`src/rtl/udiv_pkg.sv`:
```
package udiv_pkg;
  localparam int unsigned DIVIDEND_W = 16;
  localparam int unsigned DIVISOR_W  = 8;
  localparam int unsigned LAT_NORMAL = 26;
  localparam int unsigned LAT_ZERO   = 10;

  typedef struct packed {
    logic c;
    logic z;
    logic s;
    logic v;
  } div_flags_t;
endpackage

```
`src/rtl/udiv_ctrl.sv`:
```
module udiv_ctrl #(
  parameter int unsigned LAT_NORM = 26,
  parameter int unsigned LAT_DIVZ = 10
) (
  input  logic clk,
  input  logic rst_n,
  input  logic start_i,
  input  logic divz_i,
  output logic busy_o,
  output logic load_o,
  output logic finish_o,
  output logic done_o,
  output logic divz_o
);
  localparam int unsigned CW = $clog2(LAT_NORM + 1);

  logic          busy_q, busy_d;
  logic          done_q, done_d;
  logic          divz_q, divz_d;
  logic [CW-1:0] cnt_q, cnt_d;

  always_comb begin
    load_o   = start_i && !busy_q;
    finish_o = busy_q && (cnt_q == CW'(1));
    busy_d   = busy_q;
    cnt_d    = cnt_q;
    divz_d   = divz_q;
    done_d   = finish_o;
    if (load_o) begin
      busy_d = 1'b1;
      divz_d = divz_i;
      cnt_d  = divz_i ? CW'(LAT_DIVZ - 1) : CW'(LAT_NORM - 1);
    end else if (busy_q) begin
      cnt_d = cnt_q - CW'(1);
      if (finish_o) busy_d = 1'b0;
    end
  end

  always_ff @(posedge clk or negedge rst_n) begin
    if (!rst_n) begin
      busy_q <= 1'b0;
      done_q <= 1'b0;
      divz_q <= 1'b0;
      cnt_q  <= '0;
    end else begin
      busy_q <= busy_d;
      done_q <= done_d;
      divz_q <= divz_d;
      cnt_q  <= cnt_d;
    end
  end

  assign busy_o = busy_q;
  assign done_o = done_q;
  assign divz_o = divz_q;

  assert_done_single_R8: assert property (@(posedge clk) disable iff (!rst_n)
    done_q |=> !done_q);
  assert_busy_done_apart_R12: assert property (@(posedge clk) disable iff (!rst_n)
    !(busy_q && done_q));
  assert_accept_sets_busy_R12: assert property (@(posedge clk) disable iff (!rst_n)
    (start_i && !busy_q) |=> (busy_q && !done_q));
  assert_busy_not_cut_R9: assert property (@(posedge clk) disable iff (!rst_n)
    (busy_q && cnt_q > CW'(1)) |=> busy_q);
endmodule

```
`src/rtl/udiv_datapath.sv`:
```
module udiv_datapath #(
  parameter int unsigned DW = 16,
  parameter int unsigned SW = 8
) (
  input  logic          clk,
  input  logic          rst_n,
  input  logic          load_i,
  input  logic          run_i,
  input  logic [DW-1:0] dividend_i,
  input  logic [SW-1:0] divisor_i,
  output logic [DW-1:0] quo_o,
  output logic [SW-1:0] rem_o
);
  localparam int unsigned STW = $clog2(DW + 1);

  logic [DW-1:0]  quo_q, quo_d;
  logic [SW-1:0]  rem_q, rem_d;
  logic [SW-1:0]  div_q, div_d;
  logic [STW-1:0] left_q, left_d;
  logic [SW:0]    shifted;
  logic           fits;
  logic           step_en;

  always_comb begin
    step_en = run_i && (left_q != '0);
    shifted = {rem_q, quo_q[DW-1]};
    fits    = shifted >= {1'b0, div_q};
    quo_d   = quo_q;
    rem_d   = rem_q;
    div_d   = div_q;
    left_d  = left_q;
    if (load_i) begin
      quo_d  = dividend_i;
      rem_d  = '0;
      div_d  = divisor_i;
      left_d = STW'(DW);
    end else if (step_en) begin
      quo_d  = {quo_q[DW-2:0], fits};
      rem_d  = fits ? SW'(shifted - {1'b0, div_q}) : shifted[SW-1:0];
      left_d = left_q - STW'(1);
    end
  end

  always_ff @(posedge clk or negedge rst_n) begin
    if (!rst_n) begin
      quo_q  <= '0;
      rem_q  <= '0;
      div_q  <= '0;
      left_q <= '0;
    end else begin
      quo_q  <= quo_d;
      rem_q  <= rem_d;
      div_q  <= div_d;
      left_q <= left_d;
    end
  end

  assign quo_o = quo_q;
  assign rem_o = rem_q;

  assert_rem_below_div_R1: assert property (@(posedge clk) disable iff (!rst_n)
    (div_q != '0) |-> (rem_q < div_q));
endmodule

```
`src/rtl/udiv_flags.sv`:
```
module udiv_flags
  import udiv_pkg::*;
#(
  parameter int unsigned DW = 16,
  parameter int unsigned SW = 8
) (
  input  logic          divz_i,
  input  logic [DW-1:0] quo_i,
  input  logic [SW-1:0] rem_i,
  output logic [DW-1:0] word_o,
  output div_flags_t    flags_o
);
  logic big, in_carry_band;

  always_comb begin
    big           = quo_i[DW-1:SW] != '0;
    in_carry_band = (quo_i[DW-1:SW+1] == '0) && quo_i[SW];
    if (divz_i) begin
      word_o    = quo_i;
      flags_o.v = 1'b1;
      flags_o.c = 1'b0;
      flags_o.z = 1'b1;
      flags_o.s = 1'b0;
    end else begin
      word_o    = {rem_i, quo_i[SW-1:0]};
      flags_o.v = big;
      flags_o.c = in_carry_band;
      flags_o.z = quo_i[SW-1:0] == '0;
      flags_o.s = quo_i[SW-1];
    end
  end
endmodule

```
`src/rtl/udiv16x8_unit.sv`:
```
module udiv16x8_unit
  import udiv_pkg::*;
#(
  parameter int unsigned DW       = DIVIDEND_W,
  parameter int unsigned SW       = DIVISOR_W,
  parameter int unsigned LAT_NORM = LAT_NORMAL,
  parameter int unsigned LAT_DIVZ = LAT_ZERO
) (
  input  logic          clk,
  input  logic          rst_n,
  input  logic          start_i,
  input  logic [DW-1:0] dividend_i,
  input  logic [SW-1:0] divisor_i,
  input  logic          dec_adj_i,
  input  logic          half_cy_i,
  output logic          busy_o,
  output logic          done_o,
  output logic [DW-1:0] result_o,
  output logic          flag_c_o,
  output logic          flag_z_o,
  output logic          flag_s_o,
  output logic          flag_v_o,
  output logic          dec_adj_o,
  output logic          half_cy_o
);
  logic          rst_meta_q, rst_sync_q;
  logic          load, finish, divz_run, run;
  logic [DW-1:0] quo;
  logic [SW-1:0] rem;
  logic [DW-1:0] word;
  div_flags_t    flags;
  logic [DW-1:0] result_q;
  div_flags_t    flags_q;

  always_ff @(posedge clk or negedge rst_n) begin
    if (!rst_n) begin
      rst_meta_q <= 1'b0;
      rst_sync_q <= 1'b0;
    end else begin
      rst_meta_q <= 1'b1;
      rst_sync_q <= rst_meta_q;
    end
  end

  udiv_ctrl #(.LAT_NORM(LAT_NORM), .LAT_DIVZ(LAT_DIVZ)) u_ctrl (
    .clk(clk), .rst_n(rst_sync_q), .start_i(start_i),
    .divz_i(divisor_i == '0), .busy_o(busy_o), .load_o(load),
    .finish_o(finish), .done_o(done_o), .divz_o(divz_run)
  );

  assign run = busy_o && !divz_run;

  udiv_datapath #(.DW(DW), .SW(SW)) u_dp (
    .clk(clk), .rst_n(rst_sync_q), .load_i(load), .run_i(run),
    .dividend_i(dividend_i), .divisor_i(divisor_i),
    .quo_o(quo), .rem_o(rem)
  );

  udiv_flags #(.DW(DW), .SW(SW)) u_flags (
    .divz_i(divz_run), .quo_i(quo), .rem_i(rem),
    .word_o(word), .flags_o(flags)
  );

  always_ff @(posedge clk or negedge rst_sync_q) begin
    if (!rst_sync_q) begin
      result_q <= '0;
      flags_q  <= '0;
    end else if (finish) begin
      result_q <= word;
      flags_q  <= flags;
    end
  end

  assign result_o  = result_q;
  assign flag_c_o  = flags_q.c;
  assign flag_z_o  = flags_q.z;
  assign flag_s_o  = flags_q.s;
  assign flag_v_o  = flags_q.v;
  assign dec_adj_o = dec_adj_i;
  assign half_cy_o = half_cy_i;

  assert_carry_needs_v_R3: assert property (@(posedge clk) disable iff (!rst_sync_q)
    flag_c_o |-> flag_v_o);
  assert_sign_excludes_zero_R5: assert property (@(posedge clk) disable iff (!rst_sync_q)
    flag_s_o |-> !flag_z_o);
  assert_hold_while_busy_R8: assert property (@(posedge clk) disable iff (!rst_sync_q)
    busy_o |-> ($stable(result_o) && $stable(flags_q)));
  assert_hold_after_done_R8: assert property (@(posedge clk) disable iff (!rst_sync_q)
    done_o |=> $stable(result_o));
endmodule

```
`config.mk`:
```
export PLATFORM = sky130hd
export DESIGN_NAME = udiv16x8_unit
export DESIGN_NICKNAME = d
export VERILOG_FILES = /design/src/rtl/udiv_pkg.sv /design/src/rtl/udiv_ctrl.sv /design/src/rtl/udiv_datapath.sv /design/src/rtl/udiv_flags.sv /design/src/rtl/udiv16x8_unit.sv
export SDC_FILE = /design/constraint.sdc
export NUM_CORES = 1
export LEC_CHECK = 0
export CAP_MARGIN = 20
export CORE_UTILIZATION = 55
export CTS_CLUSTER_SIZE = 30
export DETAILED_ROUTE_END_ITERATION = 7
export DONT_BUFFER_PORTS = 1
export PLACE_DENSITY_LB_ADDON = 0.08
export SLEW_MARGIN = 10
export SYNTH_ARGS = -nofsm -noshare
export SYNTH_HDL_FRONTEND = slang
export SYNTH_HIERARCHICAL = 1
export SYNTH_SLANG_ARGS = --single-unit
```
`constraint.sdc`:
```
create_clock -name clk -period 2.3 [get_ports clk]
set_clock_uncertainty 0.05 [all_clocks]
set_input_delay 0.46 -clock clk [delete_from_list [all_inputs] [get_ports clk]]
set_output_delay 0.46 -clock clk [all_outputs]
set_load 0.005 [all_outputs]
```
==> results of run 1 <==
-- routing by layer --
metal / vias up / routed length, um / global-route usage
met3: 8 / 402 / 0.0616
li1: 1184 / - / -
met1: 1208 / 3540 / 0.315
met5: - / 0 / 0
met4: 0 / 74 / 0.0721
met2: 64 / 3390 / 0.343
-- timing repair --
item | in CTS | in global routing
hold buffers | 1 | 0
endpoints found under the hold margin | 2 | 0
resized for setup | 0 | 1
endpoints found under the setup margin | 0 | 1
-- registers in the layout, summed over array words and instances, names as in the netlist, 5 cells and up --
register	count
result_o	16
u_dp/quo_o	16
u_dp/div_q	8
u_dp/rem_o	8
u_ctrl/cnt_q	5
u_dp/left_q	5
-- worst paths after layout --
path	from	to	cells past startpoint
setup / recovery	u_dp/rem_o[4]	u_dp/rem_o[0]	7
hold / removal	rst_sync_q	u_ctrl/cnt_q[4]	0
setup reg to reg	u_dp/rem_o[4]	u_dp/rem_o[0]	7
hold reg to reg	rst_sync_q	u_ctrl/cnt_q[4]	0
max in group asynchronous	rst_sync_q	u_dp/rem_o[3]	1
min in group clk	dividend_i[0]	u_dp/quo_o[0]	1
-- final cells by class --
type	instances	area [um2]	area share
Tap cell	77	96.3	0.0247
Clock inverter	7	83.8	0.0215
Multi-Input combinational cell	231	1720	0.442
Timing Repair Buffer	15	128	0.0328
Sequential cell	67	1680	0.431
Clock buffer	9	124	0.0318
Inverter	17	63.8	0.0164
-- report_power, final --
part | internal [mW] | total, mW | switching (mW)
clock network | 0.519 | 1.02 | 0.505
registers | 1.77 | 2.32 | 0.553
logic | 1.56 | 3.23 | 1.67
total | 3.85 | 6.58 | 2.73
-- kinds of logic (layout without fill, tap and decap cells) --
logic type | Yosys count | count (layout) | share of synthesized area
DFF | 67 | 67 | 0.460
other | 1 | 1 | 0.00103
AOI/OAI and AO/OA | 62 | 62 | 0.116
adders and majority gates | 13 | 13 | 0.0467
muxes | 49 | 49 | 0.145
and+or+nand+nor | 96 | 96 | 0.136
buffers and inverters | 46 | 48 | 0.0701
xor gates and xnor gates | 10 | 10 | 0.0241
-- synthesized netlist by cell type (4+ instances only) --
master / count / area [um2]
nor2b_1: 4 / 25.0
xor2_1: 4 / 35.0
buf_4: 12 / 90.1
dfrtp_1: 67 / 1680
a21oi_1: 7 / 35.0
nand2_1: 34 / 128
o21ai_1: 25 / 125
mux2_2: 30 / 338
nor2_1: 27 / 101
a211oi_1: 6 / 45.0
mux2i_1: 18 / 180
nor4_1: 4 / 25.0
xnor2_1: 6 / 52.6
clkbuf_1: 6 / 22.5
buf_6: 4 / 45.0
buf_2: 5 / 25.0
ha_1: 12 / 150
inv_1: 17 / 63.8
nor3_1: 6 / 30.0
-- through the flow --
stage	std cells	setup WS, ps	total power, mW	cell area [um2]
2_1_floorplan	344	246	4.94	3640
3_3_place_gp	406	172	5.47	3670
3_5_place_dp	406	142	5.55	3670
4_1_cts	423	132	6.60	3890
5_1_grt	423	0.961	7.08	3890
6_report	423	141	6.58	3890
==> impl_metrics.ini, run 1 <==
[status]
status = completed

[setup_path]
rrSetupSlack_ps = 140
end_kind = flip-flop
cp_cell_sequence = ha_1, nand3_2, o221ai_2, a21oi_2, buf_4, or4_1, o311ai_1
worstPathRequired_ps = 2490
critPathMaxFanout = 10
slowest_delay_ps = 500
cp_top_family = simple AND/OR/NAND/NOR gates
slowest_stage = ha_1
crit_buf_inv = 1
crit_type = flip-flop to flip-flop
worstPathArrival_ps = 2350
start_kind = flip-flop

[final_layout]
nets = 383
n_antenna_cell = 0
drive_gt1_frac = 0.220
fin_util = 0.610
layout_commonest_cell = dfrtp_1
fill_cells = 558
area_growth_pct = 6.98
final_cell_mix = 66 x dfrtp_1, 34 x nand2_1, 30 x mux2_2

[clock_network]
cts_tree = built
htreeDepth = 3
clock_sinks = 67
clk_latency_ps = 350
cts_buffers = 9
path_clk_slew_ps = 80
postCtsSetupRepairBufs = 0
clock_path_buffers = 2
cts-root-buf = clkbuf_8

[synthesis]
yosysWarnings = 6
synthArstFlopShare = 1.00
synthDistinctLibCells = 52
syn-cell-area_mm2 = 0.00364
synth_area_per_cell_um2 = 10.6
synth_seq_cells = 67
synth_top_flop_cell = dfrtp_1
synth.yosys.seq_area_share = 0.460
synthesis.nets = 386
synth_edf_count = 0
syn_inst = 344

[drt]
wire_per_inst_um = 17.5
drt_wl_total_um = 7400
viasPerCell = 5.83
ant_nets = 0
num_vias = 2464
drc_errors = 0
drtIter0Drc = 143
first_pass_iters = 5

[run]
drv_cap = 0

[sta]
post-route-period-util = 0.939
max_freq_mhz = 463
fin_setup_tns_ps = 0
hold_viol_final = 0
finalSetupViolations = 0
slew-limit-headroom = 0.619
rsz0062_at_grt = false
post-route-min-period_ps = 2160
finalMaxSlewViolations = 0
tightest_slew_ps = 570
whs_ps = 139

[placement]
place.detailed.hpwl_um = 5330
portBuffers = 0
gp_congestion = 0.887

[min_path]
worstHoldPathType = flip-flop to asynchronous set/reset pin

[floorplanning]
placementRows = 29
initial_utilization = 0.570
io_pins = 53
die_w_um = 83.4
die-area_mm2 = 0.00695
core_area_mm2 = 0.00639
die_h_um = 83.4

[power_and_ir_drop]
peakVddDrop_mv = 0.822
cellPowerDensity_mw_per_mm2 = 1690
p_leak_nw = 1.72

[global_route]
grt_first_pass_wirelength_um = 12200
gr-total-overflow = 0
grt_pass1_vias = 2402
antenna_found_initial = 0
grt_usage = 0.226
grt_start_max_net_pins = 38
No activity file was read; power rests on OpenSTA's default activity.
==> run 2: changes to the inputs <==
- ABC_AREA: unset -> 1
- CORE_UTILIZATION: 55 -> 60
==> impl_metrics.ini, run 2 <==
[synthesis]
synthDistinctLibCells = 38
synthesis.nets = 500
synth_common_cells = 133 x nand2_1, 70 x inv_1, 67 x dfrtp_1
synth-adder-area-share = 0.0461
synth_edf_count = 0
synth_seq_cells = 67
synth_compound_area_frac = 0.107
synth_mux_area_frac = 0
yosysTopAreaCell = dfrtp_1
synth-simple-area-share = 0.262
synth_top_family_by_area = simple AND/OR/NAND/NOR gates
syn_inst = 458
yosys.area.top_type_share = 0.455
synth_top_flop_cell = dfrtp_1
yosysWarnings = 6
synth_area_leaders = dfrtp_1 45%, nand2_1 14%, inv_1 7.1%
synthArstFlopShare = 1.00
synth-xor-area-share = 0.00950
synth.most_common_cell = nand2_1
synth_area_per_cell_um2 = 8.05
syn-cell-area_mm2 = 0.00369
synth.yosys.seq_area_share = 0.455

[drt]
drc_errors = 0
num_vias = 2761
ant_nets = 0
drtIter0Drc = 173
drt_wl_total_um = 7390
wire_per_inst_um = 13.9
viasPerCell = 5.20
first_pass_iters = 4

[setup_path]
start_kind = flip-flop
worstPathArrival_ps = 2070
crit_start = u_dp/quo_o[15]
r2r_start = u_dp/quo_o[15]
ff2ff_path_depth = 10
crit_type = flip-flop to flip-flop
worstPathRequired_ps = 2480
end_kind = flip-flop
critPathMaxFanout = 3

[sta]
max_freq_mhz = 530
post-route-period-util = 0.820
finalMaxSlewViolations = 0
post-route-min-period_ps = 1890
fin_setup_tns_ps = 0
hold_viol_final = 0
rsz0062_at_grt = false
finalSetupViolations = 0

[floorplanning]
placementRows = 28
die_w_um = 80.4
io_pins = 53
die_h_um = 80.4
die-area_mm2 = 0.00646
initial_utilization = 0.623
core_area_mm2 = 0.00592

[placement]
place.detailed.hpwl_um = 5450
placed_cell_area_mm2 = 0.00367
portBuffers = 0
gp_congestion = 0.898

[clock_network]
htreeDepth = 3
path_clk_slew_ps = 70
cts_tree = built
cts_buffers = 9
cts_resized = 0
clock_path_buffers = 2
cts-root-buf = clkbuf_8
clock_sinks = 67
clk_latency_ps = 350

[final_layout]
multiInputGateArea_mm2 = 0.00157
nets = 493
fill_cells = 495
area_growth_pct = 5.70
fin_util = 0.658
area.sequential_mm2 = 0.00168
final_cell_mix = 133 x nand2_1, 70 x inv_1, 66 x dfrtp_1
drive_gt1_frac = 0.107
n_antenna_cell = 0
finish.instance_area_mm2 = 0.00390
layout_commonest_cell = nand2_1

[global_route]
grt_usage = 0.258
grt_pass1_vias = 2553
grt_first_pass_wirelength_um = 12300
grt_start_max_net_pins = 51
use_met2 = 0.358
grtUsageMet1 = 0.377
grt.busiest_layer = met1
met3_usage = 0.0636
antenna_found_initial = 0
gr-total-overflow = 0

[power_and_ir_drop]
peakVddDrop_mv = 0.890
p_leak_nw = 1.92
fin_total_pwr_mw = 6.49
cellPowerDensity_mw_per_mm2 = 1670

[run]
drv_cap = 0

[min_path]
worstHoldPathType = flip-flop to asynchronous set/reset pin

[status]
status = completed
-- run 2: cell count changes in the layout (fill, tap and decap cells not counted), moves of 6 or more --
| cell | delta |
|---|---|
| nand2_1 | +99 |
| inv_1 | +53 |
| mux2i_1 | -18 |
| o221ai_1 | +10 |
| nand3_1 | +23 |
| o21ai_1 | -22 |
| buf_4 | -10 |
| a211oi_1 | -6 |
| mux2_2 | -30 |
| o21ai_0 | +29 |
-- run 2: where the power goes --
group / internal, mW / total [mW] / switching [mW] / leakage [nW]
registers: 1.74 / 2.17 / 0.435 / 0.823
clock network: 0.612 / 1.06 / 0.450 / 0.106
logic: 1.20 / 3.26 / 2.06 / 0.995
-- run 2: worst max-delay path, stage by stage (launching register included) --
cell and delay, ps:
dfrtp_1 370, inv_1 90, ha_1 250, fa_1 420, inv_1 100, nand3_1 70
nand3_1 90, xnor2_1 130, nand2_1 70, nand3_1 80, nand2_1 60
-- run 2: cell families after synthesis --
family                     count (synthesis)
and+or+nand+nor                          211
buffers and inverters                     99
DFF                                       67
AOI/OAI and AO/OA                         63
adders and majority gates                 13
xor gates and xnor gates                   4
other                                      1
-- run 2: area by class of cell --
class / count / share of cell area
Clock inverter: 6 / 0.0231
Timing Repair Buffer: 5 / 0.0135
Clock buffer: 10 / 0.0327
Sequential cell: 67 / 0.430
Tap cell: 75 / 0.0241
Inverter: 76 / 0.0738
Multi-Input combinational cell: 292 / 0.402
-- run 2: per-layer routing --
| layer | routed length [um] | vias to the layer above |
|---|---|---|
| met4 | 95 | 0 |
| met1 | 3580 | 1264 |
| met2 | 3250 | 64 |
| li1 | - | 1425 |
| met3 | 459 | 8 |
| met5 | 0 | - |
-- run 2: what timing repair did --
action,in CTS,in global routing
setup endpoints to repair,0,0
endpoints found under the hold margin,2,0
hold buffers,1,0
buffers inserted,0,0
-- run 2: through the flow --
stage	hold slack (ps)	cells	setup WS (ps)
after CTS	142	531	415
after detailed placement	114	514	447
final	132	531	414
after global routing	172	531	288
after floorplan	114	458	246
after global placement	114	514	453
-- run 2: final timing paths --
check | end | slack [ps]
setup / recovery | u_dp/rem_o[4] | 410
setup reg to reg | u_dp/rem_o[4] | 410
hold / removal | u_ctrl/cnt_q[0] | 130
max in group asynchronous | result_o[12] | 1490
hold reg to reg | u_ctrl/cnt_q[0] | 130
min in group clk | u_dp/div_q[7] | 190
